===== config.mk =====
export PLATFORM = sky130hd
export DESIGN_NAME = rtc_cal_counter
export DESIGN_NICKNAME = d
export VERILOG_FILES = /design/src/rtl/rtc_cal_pkg.sv /design/src/rtl/rtc_month_len.sv /design/src/rtl/rtc_alarm_cmp.sv /design/src/rtl/rtc_time_core.sv /design/src/rtl/rtc_cal_counter.sv
export SDC_FILE = /design/constraint.sdc
export NUM_CORES = 1
export LEC_CHECK = 0
export BUFFER_PORTS_ARGS = -buffer_cell sky130_fd_sc_hd__buf_4
export CAP_MARGIN = 40
export CORE_AREA = 2 2 142 144
export CTS_BUF_LIST = sky130_fd_sc_hd__clkbuf_8
export DETAILED_ROUTE_END_ITERATION = 8
export DIE_AREA = 0 0 144 146
export PLACE_DENSITY = 0.68
export SKIP_CTS_REPAIR_TIMING = 1
export SYNTH_ARGS = -nofsm -noshare
export SYNTH_HDL_FRONTEND = slang
export SYNTH_SLANG_ARGS = --single-unit

===== constraint.sdc =====
create_clock -name clk -period 9.6 [get_ports clk]
set_clock_uncertainty 0.2 [all_clocks]
set_input_delay 2.88 -clock clk [delete_from_list [all_inputs] [get_ports clk]]
set_output_delay 2.88 -clock clk [all_outputs]
set_load 0.05 [all_outputs]

===== src/rtl/rtc_cal_pkg.sv =====
package rtc_cal_pkg;
  localparam int NUM_FIELDS = 7;
  localparam int F_SEC  = 0;
  localparam int F_MIN  = 1;
  localparam int F_HOUR = 2;
  localparam int F_DAY  = 3;
  localparam int F_MON  = 4;
  localparam int F_YEAR = 5;
  localparam int F_WDAY = 6;

  function automatic logic [7:0] bcd_inc(input logic [7:0] v);
    if (v[3:0] >= 4'd9) return {v[7:4] + 4'd1, 4'd0};
    else                return {v[7:4], v[3:0] + 4'd1};
  endfunction

  function automatic logic [6:0] bcd_to_bin(input logic [7:0] v);
    return 7'(v[7:4]) * 7'd10 + 7'(v[3:0]);
  endfunction

  function automatic logic [7:0] field_rst(input int f);
    return (f == F_DAY || f == F_MON) ? 8'h01 : 8'h00;
  endfunction
endpackage


===== src/rtl/rtc_month_len.sv =====
module rtc_month_len
  import rtc_cal_pkg::*;
(
  input  logic [7:0] month_i,
  input  logic [7:0] year_i,
  output logic [7:0] last_day_o
);
  logic [6:0] year_bin;
  logic       leap;

  assign year_bin = bcd_to_bin(year_i);
  assign leap     = (year_bin[1:0] == 2'b00);

  always_comb begin
    case (month_i)
      8'h02:                     last_day_o = leap ? 8'h29 : 8'h28;
      8'h04, 8'h06, 8'h09, 8'h11: last_day_o = 8'h30;
      default:                   last_day_o = 8'h31;
    endcase
  end
endmodule


===== src/rtl/rtc_alarm_cmp.sv =====
module rtc_alarm_cmp
  import rtc_cal_pkg::*;
#(
  parameter int DATA_W = 8
) (
  input  logic [NUM_FIELDS-1:0][DATA_W-1:0] cand_i,
  input  logic [NUM_FIELDS-1:0][DATA_W-1:0] alarm_i,
  input  logic [NUM_FIELDS-1:0]             mask_i,
  input  logic                              cal_en_i,
  output logic                              hit_o
);
  logic [NUM_FIELDS-1:0] fld_ok;

  for (genvar f = 0; f < NUM_FIELDS; f++) begin : g_fld
    if (f == F_DAY || f == F_MON || f == F_YEAR) begin : g_date
      assign fld_ok[f] = !cal_en_i || !mask_i[f] || (cand_i[f] == alarm_i[f]);
    end else begin : g_time
      assign fld_ok[f] = !mask_i[f] || (cand_i[f] == alarm_i[f]);
    end
  end

  assign hit_o = &fld_ok;
endmodule


===== src/rtl/rtc_time_core.sv =====
module rtc_time_core
  import rtc_cal_pkg::*;
#(
  parameter int DATA_W  = 8,
  parameter int FIELD_W = 3
) (
  input  logic                              clk,
  input  logic                              rst_n,
  input  logic                              tick_i,
  input  logic                              cal_en_i,
  input  logic                              protect_i,
  input  logic                              wr_en_i,
  input  logic [FIELD_W-1:0]                wr_field_i,
  input  logic [DATA_W-1:0]                 wr_data_i,
  output logic [NUM_FIELDS-1:0][DATA_W-1:0] cnt_q_o,
  output logic [NUM_FIELDS-1:0][DATA_W-1:0] cnt_d_o
);
  logic [NUM_FIELDS-1:0][DATA_W-1:0] tick_nxt;
  logic [DATA_W-1:0] last_day;
  logic c_sec, c_min, c_hour, c_day, c_mon;
  logic is_date, wr_ok;
  logic [DATA_W-1:0] wmask;

  rtc_month_len u_mlen (
    .month_i    (cnt_q_o[F_MON]),
    .year_i     (cnt_q_o[F_YEAR]),
    .last_day_o (last_day)
  );

  // carry chain, all from current values
  assign c_sec  = tick_i && (cnt_q_o[F_SEC]  >= 8'h59);
  assign c_min  = c_sec  && (cnt_q_o[F_MIN]  >= 8'h59);
  assign c_hour = c_min  && (cnt_q_o[F_HOUR] >= 8'h23);
  assign c_day  = c_hour && cal_en_i && (cnt_q_o[F_DAY] >= last_day);
  assign c_mon  = c_day  && (cnt_q_o[F_MON]  >= 8'h12);

  always_comb begin
    tick_nxt = cnt_q_o;
    if (tick_i)
      tick_nxt[F_SEC]  = (cnt_q_o[F_SEC]  >= 8'h59) ? 8'h00 : bcd_inc(cnt_q_o[F_SEC]);
    if (c_sec)
      tick_nxt[F_MIN]  = (cnt_q_o[F_MIN]  >= 8'h59) ? 8'h00 : bcd_inc(cnt_q_o[F_MIN]);
    if (c_min)
      tick_nxt[F_HOUR] = (cnt_q_o[F_HOUR] >= 8'h23) ? 8'h00 : bcd_inc(cnt_q_o[F_HOUR]);
    if (c_hour)
      tick_nxt[F_WDAY] = (cnt_q_o[F_WDAY] >= 8'h06) ? 8'h00 : cnt_q_o[F_WDAY] + 8'h01;
    if (c_hour && cal_en_i)
      tick_nxt[F_DAY]  = (cnt_q_o[F_DAY]  >= last_day) ? 8'h01 : bcd_inc(cnt_q_o[F_DAY]);
    if (c_day)
      tick_nxt[F_MON]  = (cnt_q_o[F_MON]  >= 8'h12) ? 8'h01 : bcd_inc(cnt_q_o[F_MON]);
    if (c_mon)
      tick_nxt[F_YEAR] = (cnt_q_o[F_YEAR] >= 8'h99) ? 8'h00 : bcd_inc(cnt_q_o[F_YEAR]);
  end

  // write qualification and reserved-bit masking
  always_comb begin
    is_date = (wr_field_i == FIELD_W'(F_DAY)) || (wr_field_i == FIELD_W'(F_MON)) ||
              (wr_field_i == FIELD_W'(F_YEAR));
    wmask = '1;
    if (cal_en_i && wr_field_i == FIELD_W'(F_DAY)) wmask = 8'h3F;
    if (cal_en_i && wr_field_i == FIELD_W'(F_MON)) wmask = 8'h1F;
    wr_ok = wr_en_i && (wr_field_i < FIELD_W'(NUM_FIELDS)) &&
            !(is_date && !cal_en_i && protect_i);
  end

  for (genvar f = 0; f < NUM_FIELDS; f++) begin : g_cnt
    assign cnt_d_o[f] = (wr_ok && wr_field_i == FIELD_W'(f)) ? (wr_data_i & wmask)
                                                           : tick_nxt[f];
    always_ff @(posedge clk) begin
      if (!rst_n) cnt_q_o[f] <= field_rst(f);
      else        cnt_q_o[f] <= cnt_d_o[f];
    end
  end
endmodule


===== src/rtl/rtc_cal_counter.sv =====
module rtc_cal_counter
  import rtc_cal_pkg::*;
#(
  parameter int DATA_W = 8,
  parameter int ADDR_W = 4
) (
  input  logic              clk,
  input  logic              rst_n,
  input  logic              tick_i,
  input  logic              cal_en_i,
  input  logic              protect_i,
  input  logic              wr_en_i,
  input  logic [ADDR_W-1:0] wr_addr_i,
  input  logic [DATA_W-1:0] wr_data_i,
  input  logic [ADDR_W-1:0] rd_addr_i,
  output logic [DATA_W-1:0] rd_data_o,
  input  logic [6:0]        alarm_mask_i,
  input  logic              alarm_clr_i,
  output logic              alarm_flag_o
);
  localparam int FIELD_W = ADDR_W - 1;

  logic [NUM_FIELDS-1:0][DATA_W-1:0] cnt_q, cnt_d, alm_q;
  logic [FIELD_W-1:0] wr_field, rd_field;
  logic wr_bank, rd_bank, alarm_hit;

  assign wr_field = wr_addr_i[FIELD_W-1:0];
  assign wr_bank  = wr_addr_i[ADDR_W-1];
  assign rd_field = rd_addr_i[FIELD_W-1:0];
  assign rd_bank  = rd_addr_i[ADDR_W-1];

  rtc_time_core #(.DATA_W(DATA_W), .FIELD_W(FIELD_W)) u_core (
    .clk        (clk),
    .rst_n      (rst_n),
    .tick_i     (tick_i),
    .cal_en_i   (cal_en_i),
    .protect_i  (protect_i),
    .wr_en_i    (wr_en_i && !wr_bank),
    .wr_field_i (wr_field),
    .wr_data_i  (wr_data_i),
    .cnt_q_o    (cnt_q),
    .cnt_d_o    (cnt_d)
  );

  for (genvar f = 0; f < NUM_FIELDS; f++) begin : g_alm
    always_ff @(posedge clk) begin
      if (!rst_n) alm_q[f] <= '0;
      else if (wr_en_i && wr_bank && wr_field == FIELD_W'(f)) alm_q[f] <= wr_data_i;
    end
  end

  rtc_alarm_cmp #(.DATA_W(DATA_W)) u_cmp (
    .cand_i   (cnt_d),
    .alarm_i  (alm_q),
    .mask_i   (alarm_mask_i),
    .cal_en_i (cal_en_i),
    .hit_o    (alarm_hit)
  );

  always_ff @(posedge clk) begin
    if (!rst_n)                  alarm_flag_o <= 1'b0;
    else if (tick_i && alarm_hit) alarm_flag_o <= 1'b1;
    else if (alarm_clr_i)        alarm_flag_o <= 1'b0;
  end

  always_comb begin
    rd_data_o = '0;
    if (rd_field < FIELD_W'(NUM_FIELDS))
      rd_data_o = rd_bank ? alm_q[rd_field] : cnt_q[rd_field];
  end
endmodule


# After elaboration in Yosys (flattened, before gate mapping)
# Index checks and enable logic that the tools add are counted.
totals:
  output_inout_bits: 9
  inputBits: 30
  elab_cells: 160
  regBits: 113
op_classes:
  bitwise: 1
  n_mux: 39
  magnitude_cmp: 16
  reduce_logical: 56
  n_eq_ne: 18
  n_addsub: 14
  multipliers: 1
ops:
  columns: ["operator", "n"]
  rows:
  - ["8-bit 2-to-1 mux", 33]
  - ["8-bit equality test", 7]
  - ["4-bit by 1-bit adder with 4-bit output (second input constant)", 12]
  - ["8-bit binary-select mux with 3-bit select", 2]
  - ["1-bit logical AND", 29]
  - ["4-bit >= comparator (second input constant)", 6]
  - ["8-bit by 3-bit equality test with 1-bit output (second input constant)", 2]
  - ["8-bit by 7-bit >= comparator with 1-bit output (second input constant)", 2]
  - ["1-bit logical OR", 12]
  - ["1-bit zero test", 10]
  - ["5-bit case mux with 2 select lines", 1]
  - ["3-bit equality test (second input constant)", 3]
  - ["8-bit by 1-bit adder with 8-bit output (second input constant)", 1]
  - ["8-bit AND", 1]
  - ["8-bit by 2-bit equality test with 1-bit output (second input constant)", 1]
  - ["8-bit by 4-bit equality test with 1-bit output (second input constant)", 1]
  - ["8-bit by 5-bit equality test with 1-bit output (second input constant)", 1]
  - ["8-bit by 3-bit >= comparator with 1-bit output (second input constant)", 1]
  - ["8-bit by 5-bit >= comparator with 1-bit output (second input constant)", 1]
  - ["8-bit by 6-bit >= comparator with 1-bit output", 1]
  - ["8-bit by 6-bit >= comparator with 1-bit output (second input constant)", 1]
  - ["8-bit >= comparator (second input constant)", 1]
  - ["7-bit AND reduction", 1]
  - ["3-bit by 2-bit equality test with 1-bit output (second input constant)", 2]
  - ["10 further kinds", 13]

# Depth between registers and ports, before layout
# Gate-level depths: netlist (run 1).
logic_depth:
  word_depth: 15
  ltp_mapped: 20
  ltp_nobuf: 18

# Hierarchy
# Synthesis (run 1) repeated with hierarchy kept, for this count alone.
hier_totals:
  hier_cells: 979
  hier_area_um2: 8355.5
modules_own_cells:
  columns: ["mod", "cells_each", "seq_area_each_um2", "instances", "area_per_inst_um2"]
  rows:
  - ["rtc_time_core", 528, 1121.1, 1, 4266.6]
  - ["rtc_cal_counter", 349, 1141.1, 1, 3293.2]
  - ["rtc_alarm_cmp", 80, 0.0, 1, 635.6]
  - ["rtc_month_len", 22, 0.0, 1, 160.2]

# Worst setup path before layout (run 1)
# OpenSTA, ideal clock, no wires.
synth_timing:
  path_type: "in2out"
  startpoint: "input rd_addr_i[0]"
  endpoint: "output rd_data_o[4]"
  required_time_ns: 6.520
  t_arrival_ns: 4.834
  n_path_buf: 2
  path_stages: 4
  path_slack_ns: 1.686
  path_cell_list: "clkbuf_1 -> buf_1 -> mux4_2 -> mux4_2"
synth_between:
  elab_chain_cells: 4
  elab_cells_between_ends: 7
  cone_classes: "order compare (1); mux (6)"
synth_rtl:
  columns: ["item", "line_no", "text"]
  rows:
  - ["start, declared", "rtc_cal_counter.sv:15", "input logic [ADDR_W-1:0] rd_addr_i,"]
  - ["8-bit binary-select mux with 3-bit select", "rtc_cal_counter.sv:69", "rd_data_o = rd_bank ? alm_q[rd_field] : cnt_q[rd_field];"]
  - ["8-bit 2-to-1 mux (not written as such)", "rtc_cal_counter.sv:69", null]
  - ["8-bit 2-to-1 mux", "rtc_cal_counter.sv:69", null]
  - ["8-bit 2-to-1 mux (*)", "rtc_cal_counter.sv:68", "if (rd_field < FIELD_W'(NUM_FIELDS))"]
  - ["end, declared", "rtc_cal_counter.sv:16", "output logic [DATA_W-1:0] rd_data_o,"]
# Every way passes the cells marked *; elsewhere a longest branch is shown, timed or not. The select of a mux whose other input is x is not followed.

# Final worst setup path (run 1)
layout_timing:
  startpoint: "input rd_addr_i[0]"
  endpoint: "output rd_data_o[1]"
# Same word-level chain as after synthesis.

==> results of run 1 <==
==> metal layers <==
layer  up-vias  share of wire [%]
li1       3893                  -
met2       527                 44
met5         -                  0
met1      4061                 42
met3        51                 12
met4         0                2.7
==> flip-flops by register name (all words and copies together) (netlist names) <==
name / flops
u_core.cnt_q_o: 56
alarm_flag_o: 1
alm_q: 56
==> cells by family after synthesis <==
kind of cell	after synthesis	share of synthesized area, %
compound gates	269	20.4
flops	113	26.4
xor+xnor	67	6.84
simple gates	377	21.0
fa+ha+maj	37	5.40
mux	98	15.0
buf+inv	108	4.99
==> per-stage QoR <==
stage / setup slack, ns / total power (W)
finish: 1.82 / 0.00115
global placement: 1.72 / 0.000665
floorplan: 1.69 / 0.000614
CTS: 1.85 / 0.00115
global route: 1.69 / 0.00119
detailed placement: 1.85 / 0.000666
==> report_power, final <==
group / switching (W) / leakage, nW / internal, W / total [W]
sequential: 0.0000209 / 0.913 / 0.000478 / 0.000499
combinational: 0.0000997 / 2.36 / 0.0000620 / 0.000162
clock: 0.000219 / 0.202 / 0.000270 / 0.000489
==> layout by cell type, fill, tap and decap left out, drive strengths merged, types with 5 or more instances in the layout <==
master  instances
a211oi         22
a21o            8
a21oi          69
a311oi          7
a31oi          25
a41oi           6
and2           16
and3            5
buf            51
clkbuf         19
dfxtp         113
ha             37
inv            36
mux2i          71
mux4           24
nand2          77
nand2b          9
nand3          30
nand4          12
nor2          147
nor2b           8
nor3           27
nor3b           5
nor4            8
o211ai         10
o21ai          61
o31ai           7
o41ai           8
or3             7
or3b            5
xnor2          40
xor2           27
==> worst max-delay path: stages <==
cell     delay, ns
buf_4         0.36
nor2b_1       0.53
buf_4         0.26
nand2_1       0.07
o21ai_0       0.08
mux4_2        0.29
buf_4         0.20
==> final cells by class <==
cell class                 instances  area [µm²]  share of cell area, %
tap                              265         332                   3.52
timing repair buffer              51         383                   4.06
inverter                          33         124                   1.32
clock buffer                      19         262                   2.78
clock inverter                    12         159                   1.69
antenna                            2        5.00                 0.0531
sequential                       113        2260                   24.0
multi-input combinational        848        5890                   62.6
==> how the worst max path moves through the flow <==
stage                             from            to  depth (start not counted)
final                     rd_addr_i[0]  rd_data_o[1]                          7
after global routing      rd_addr_i[0]  rd_data_o[1]                          7
after CTS                 rd_addr_i[0]  rd_data_o[1]                          7
after detailed placement  rd_addr_i[0]  rd_data_o[1]                          7
after global placement    rd_addr_i[0]  rd_data_o[5]                          6
after floorplan           rd_addr_i[0]  rd_data_o[4]                          4
==> synth_stat cells (all sizes together) (4+ instances only) <==
library cell  instances
o31ai                 7
nand4                12
nor3b                 5
inv                  33
nor3                 27
a211oi               22
xnor2                40
nand3b                4
a21o                  8
o21ai                61
or2                   4
nor4                  8
a31oi                25
a41oi                 6
mux2i                71
a221oi                4
o221ai                4
nand2b                9
o41ai                 8
nand2                77
o211ai               10
nor2b                 8
or3b                  5
and3                  5
nor2                147
nand3                30
a311oi                7
dfxtp               113
mux4                 24
clkbuf               58
a21oi                69
o22ai                 4
buf                  17
or3                   7
xor2                 27
and2                 16
ha                   37
==> summary.txt, run 1 <==
Synthesis
  – Mean Syn Cell Area: 8.02 µm²
  – Asr flop ratio synth: 0%
  – Netlist Area Pre-Place: 0.00858 mm²
  – Synth top area cells: dfxtp_1, mux2i_1, nor2_1
  – Yosys reg bits: 113
  – Mapped Nets: 1136
  – Synth top area share: 26.4%
  – Main synth FF type: dfxtp_1
  – Cell count after synthesis: 1069
  – Yosys top cell by area: dfxtp_1
  – Sequential area share after synthesis: 26.4%
  – Yosys warns: 0
  – Number of flops mapped to enable cells by yosys: 0
  – Yosys cell types: 74

Setup path
  – Reg2Reg Depth: 18
  – Setup crit end kind: output port
  – Startpoint types: input port
  – Data required time of the critical path: 6.52 ns
  – Reg2reg end: alarm_flag_o$_SDFFE_PN0P_
  – CP Class: input port to output port
  – Worst-path maximum fanout: 33
  – Critical Path AT: 4.70 ns
  – R2r startpoint: u_core.cnt_q_o[32]$_SDFF_PN1_
  – R2R setup slack: 3.94 ns

Global routing
  – GR peak layer: met2
  – Pin count of the biggest net entering global routing: 73
  – Initial antenna violation count: 1
  – GRT met3 Usage: 8.00%
  – Routing usage on met1: 41.0%
  – GRT overflow: 0
  – GR Util All Layers: 29.2%
  – M2 GR Usage: 43.0%
  – Global-route wire length before repair: 46100 µm
  – Vias in the first global route: 7677

Timing
  – Least-Margin Pin Slew: 0.988 ns
  – Setup TNS: 0 ns
  – Final setup fails: 0
  – Final Critical Period: 7.78 ns
  – Slew HR: 33.3%
  – Worst hold slack: 0.317 ns
  – Fmax: 0.129 GHz
  – RSZ-0062 raised after global routing: no
  – Max-slew violations: 0
  – Final Cycle Share: 81.0%
  – Final Hold Vio Count: 0

Route
  – Via count: 8532
  – WL final: 30500 µm
  – Drt via density: 6.35
  – Final ANT Viol Nets: 0
  – Wire length per cell: 22.7 µm
  – First-pass detailed-route iteration total: 6
  – Starting DRC count in detailed routing: 1061
  – # DRC: 0

Clock tree
  – CTS tree: built
  – Clock Sinks: 113
  – CTS root buf: clkbuf_8
  – CTS Buf Count: 17
  – H-tree depth: 4
  – Clk Latency, worst-skew pair: 0.46 ns
  – Worst-path clk slew: 0.07 ns
  – Max Buffers Root-to-Sink: 2

Placed design
  – Dpl cells: 1310
  – Placed inst area: 0.00899 mm²
  – Final HPWL from detailed placement: 22500 µm
  – GP Congestion: 1.01
  – PortBufs: 38

Worst hold path
  – Hold/Removal Path Class: register to register
  – WHS Path Cells: 2
  – Hold EP: alarm_flag_o$_SDFFE_PN0P_
  – Hold Startpoint: alarm_flag_o$_SDFFE_PN0P_

Job
  – Max capacitance violation total: 0

Finish
  – Layout cells sized above 1: 11.8%
  – Final Non-Filler Cells: 1343
  – Area Overhead vs Synth: 9.82%
  – Final core utilization: 48.7%
  – Design Area, Final: 0.00942 mm²
  – Filler cells: 1893
  – Net count, final: 1131

Floorplan
  – Site row count: 51
  – Core ar.: 0.0193 mm²
  – Starting density of the core: 44.4%
  – Boundary Pins: 39
  – Die height: 146 µm
  – Die Wd: 144 µm
  – Die ar.: 0.0210 mm²

Pwr
  – VDD IR max: 87.9 µV
  – PD cells: 122 mW/mm²
  – P_leak: 3.47 nW

Outcome
  – Status: complete, no violations
(Power assumes the default switching activity.)
==> run 2, diff against run 1 <==
Settings changed: ABC_AREA set to 1, CORE_AREA 2 2 142 144 to 2 2 141 143, DIE_AREA 0 0 144 146 to 0 0 143 145, PLACE_DENSITY 0.68 to 0.69.
Clock period 9.6 ns to 8.15 ns, I/O delays scaled along.
==> run 2 against run 1 <==
Flip-flop and latch count unchanged; hold slack worse by 0.043 ns; worst setup slack worse by 0.77 ns; design area down 0.50%; via count up 9.3%; critical path depth up 2; global-route usage up 0.52 points; register-to-register slack worse by 0.38 ns; synthesized cell count up 32%; sequential share of layout area up 0.12 points; combinational power up 33%; largest cell class unchanged; largest power group is now the clock network.
==> summary.txt, run 2 <==
Outcome
  – Status: complete, no violations (unchanged)

Setup path
  – Reg2Reg Depth: 24 (was 18)
  – Crit path launch: rd_addr_i[1] (was rd_addr_i[0])
  – Startpoint types: input port (unchanged)
  – Critical Path AT: 4.45 ns (was 4.70 ns)
  – Reg2reg end: alarm_flag_o$_SDFFE_PN0P_ (unchanged)
  – CP Class: input port to output port (unchanged)
  – R2r startpoint: u_core.cnt_q_o[32]$_SDFF_PN1_ (unchanged)
  – Worst-path maximum fanout: 26 (was 33)
  – Setup crit end kind: output port (unchanged)
  – R2R setup slack: 3.56 ns (was 3.94 ns)
  – Data required time of the critical path: 5.51 ns (was 6.52 ns)

Timing
  – RSZ-0062 raised after global routing: no (unchanged)
  – Worst hold slack: 0.274 ns (was 0.317 ns)
  – Final setup fails: 0 (unchanged)
  – Max-slew violations: 0 (unchanged)
  – Final Critical Period: 7.09 ns
  – Final Hold Vio Count: 0 (unchanged)
  – Least-Margin Pin Slew: 0.811 ns (was 0.988 ns)
  – Slew HR: 45.7% (was 33.3%)
  – Setup TNS: 0 ns (unchanged)
  – Final Cycle Share: 87.0%
  – Fmax: 0.141 GHz

Synthesis
  – Top post-synthesis cells by count: nand2_1, inv_1, nand3_1 (was nor2_1, dfxtp_1, nand2_1)
  – Mean Syn Cell Area: 6.02 µm² (was 8.02 µm²)
  – Cell count after synthesis: 1416 (was 1069)
  – Yosys warns: 0 (unchanged)
  – Mapped Nets: 1483 (was 1136)
  – Yosys cell types: 38 (was 74)
  – Main synth FF type: dfxtp_1 (unchanged)
  – Sequential area share after synthesis: 26.6% (was 26.4%)
  – Yosys top cell by area: dfxtp_1 (unchanged)
  – Number of flops mapped to enable cells by yosys: 0 (unchanged)
  – Yosys reg bits: 113 (unchanged)
  – Count leader, synth: nand2_1 (was nor2_1)
  – Asr flop ratio synth: 0% (unchanged)
  – Netlist Area Pre-Place: 0.00852 mm² (was 0.00858 mm²)
  – Synth top area cells: dfxtp_1, nand2_1, nand3_1 (was dfxtp_1, mux2i_1, nor2_1)
  – Synth top area share: 26.6% (was 26.4%)

Floorplan
  – Core ar.: 0.0192 mm² (was 0.0193 mm²)
  – Starting density of the core: 44.3% (was 44.4%)
  – Die height: 145 µm (was 146 µm)
  – Boundary Pins: 39 (unchanged)
  – Site row count: 51 (unchanged)
  – Die ar.: 0.0207 mm² (was 0.0210 mm²)
  – Die Wd: 143 µm (was 144 µm)

Placed design
  – Final HPWL from detailed placement: 23300 µm (was 22500 µm)
  – PortBufs: 38 (unchanged)
  – GP Congestion: 0.998 (was 1.01)

Route
  – First-pass detailed-route iteration total: 6 (unchanged)
  – Via count: 9322 (was 8532)
  – Drt via density: 5.48 (was 6.35)
  – WL final: 30600 µm (was 30500 µm)
  – # DRC: 0 (unchanged)
  – Starting DRC count in detailed routing: 947 (was 1061)
  – Final ANT Viol Nets: 0 (unchanged)
  – Wire length per cell: 18.0 µm (was 22.7 µm)

Pwr
  – Internal Power: 0.000981 W (was 0.000810 W)
  – Psw: 0.000406 W (was 0.000339 W)
  – VDD IR max: 84.9 µV (was 87.9 µV)
  – Gate power share: 15.6% (was 14.1%)
  – P_leak: 4.42 nW (was 3.47 nW)
  – Register share of total power: 41.6% (was 43.4%)
  – Clock power share: 42.8% (was 42.5%)
  – PD cells: 148 mW/mm² (was 122 mW/mm²)
  – Switching share of power: 29.3% (was 29.5%)

Global routing
  – Global-route wire length before repair: 46700 µm (was 46100 µm)
  – GRT overflow: 0 (unchanged)
  – Initial antenna violation count: 1 (unchanged)
  – Pin count of the biggest net entering global routing: 60 (was 73)
  – Vias in the first global route: 8215 (was 7677)
  – GR Util All Layers: 29.7% (was 29.2%)

Finish
  – Most frequent cells in the layout: nand2_1, inv_1, nand3_1, o21ai_0, a21oi_1 (was nor2_1, dfxtp_1, nand2_1, mux2i_1, a21oi_1)
  – Filler cells: 2011 (was 1893)
  – Net count, final: 1492 (was 1131)
  – Area Overhead vs Synth: 10.0% (was 9.82%)
  – Top flop regs: alm_q (56), u_core.cnt_q_o (56), alarm_flag_o (1) (unchanged)
  – Layout cells sized above 1: 7.31% (was 11.8%)
  – Most common cell after layout, fill and taps aside: nand2_1 (was nor2_1)

Worst hold path
  – Hold/Removal Path Class: register to register (unchanged)
  – Hold EP: alarm_flag_o$_SDFFE_PN0P_ (unchanged)
  – WHS Path Cells: 2 (unchanged)
  – Hold Startpoint: alarm_flag_o$_SDFFE_PN0P_ (unchanged)

Clock tree
  – Max Buffers Root-to-Sink: 2 (unchanged)
  – CTS tree: built (unchanged)
  – Worst-path clk slew: 0.07 ns (about the same)
  – H-tree depth: 4 (unchanged)
  – CTS root buf: clkbuf_8 (unchanged)
  – Clk Latency, worst-skew pair: 0.46 ns (about the same)
  – Clock Sinks: 113 (unchanged)
  – CTS Buf Count: 17 (unchanged)

Job
  – Max capacitance violation total: 0 (unchanged)
==> run 2: power by group through the flow <==
stage	combinational, W	clock, W	sequential, W
3_3_place_gp	0.000210	0	0.000589
3_5_place_dp	0.000211	0	0.000589
2_1_floorplan	0.000140	0	0.000585
5_1_grt	0.000238	0.000615	0.000578
4_1_cts	0.000212	0.000594	0.000577
6_report	0.000216	0.000594	0.000577
==> run 2: critical path, cell delays in order <==
cell,delay (ns)
buf_4,0.25
inv_1,0.20
nor2_1,0.13
buf_4,0.20
inv_1,0.29
o221ai_1,0.29
o22ai_1,0.10
o21ai_0,0.26
buf_4,0.26
==> run 2: metrics by stage <==
step	instances	total power [W]	util, %	worst slack, ns	instance area [µm²]
floorplan	1416	0.000725	-	0.931	8520
global placement	1668	0.000799	46.4	1.10	8910
detailed placement	1671	0.000800	46.5	1.11	8940
CTS	1701	0.00138	48.8	1.10	9370
global route	1701	0.00143	48.8	0.859	9370
finish	1702	0.00139	48.8	1.06	9370
==> run 2: final cells by class <==
class	instances	area, µm²	area share, %
clock buffers	24	330	3.52
inverters	180	676	7.21
repair buffers	44	330	3.52
flip-flops and latches	113	2260	24.1
well taps	265	332	3.54
clock inverters	6	103	1.09
diodes	1	2.50	0.0267
multi-input cells	1069	5340	56.9
==> run 2: worst max-delay path by stage <==
stage / end / slack (ns) / cells after the start
detailed placement: rd_data_o[0] / 1.11 / 9
CTS: rd_data_o[0] / 1.10 / 9
global route: rd_data_o[0] / 0.86 / 9
floorplan: rd_data_o[0] / 0.93 / 8
global placement: rd_data_o[0] / 1.10 / 9
finish: rd_data_o[2] / 1.06 / 9
==> run 2: metal layers <==
layer / vias up / track usage [%] / part of all wire, %
met4: 0 / 10.4 / 3.1
met3: 63 / 7.06 / 10
met5: - / 0 / 0
met2: 380 / 44.0 / 44
met1: 4206 / 42.0 / 43
li1: 4673 / - / -
==> run 2: logic make-up (layout without fill, tap and decap cells) <==
family / Yosys count / after routing / share of synthesized area (%)
AOI/OAI and AO/OA: 291 / 291 / 18.8
xor gates and xnor gates: 16 / 16 / 1.65
adders and majority gates: 37 / 37 / 5.43
buffers and inverters: 234 / 254 / 10.8
DFF: 113 / 113 / 26.6
other: 0 / 1 / 0
and+or+nand+nor: 725 / 725 / 36.7
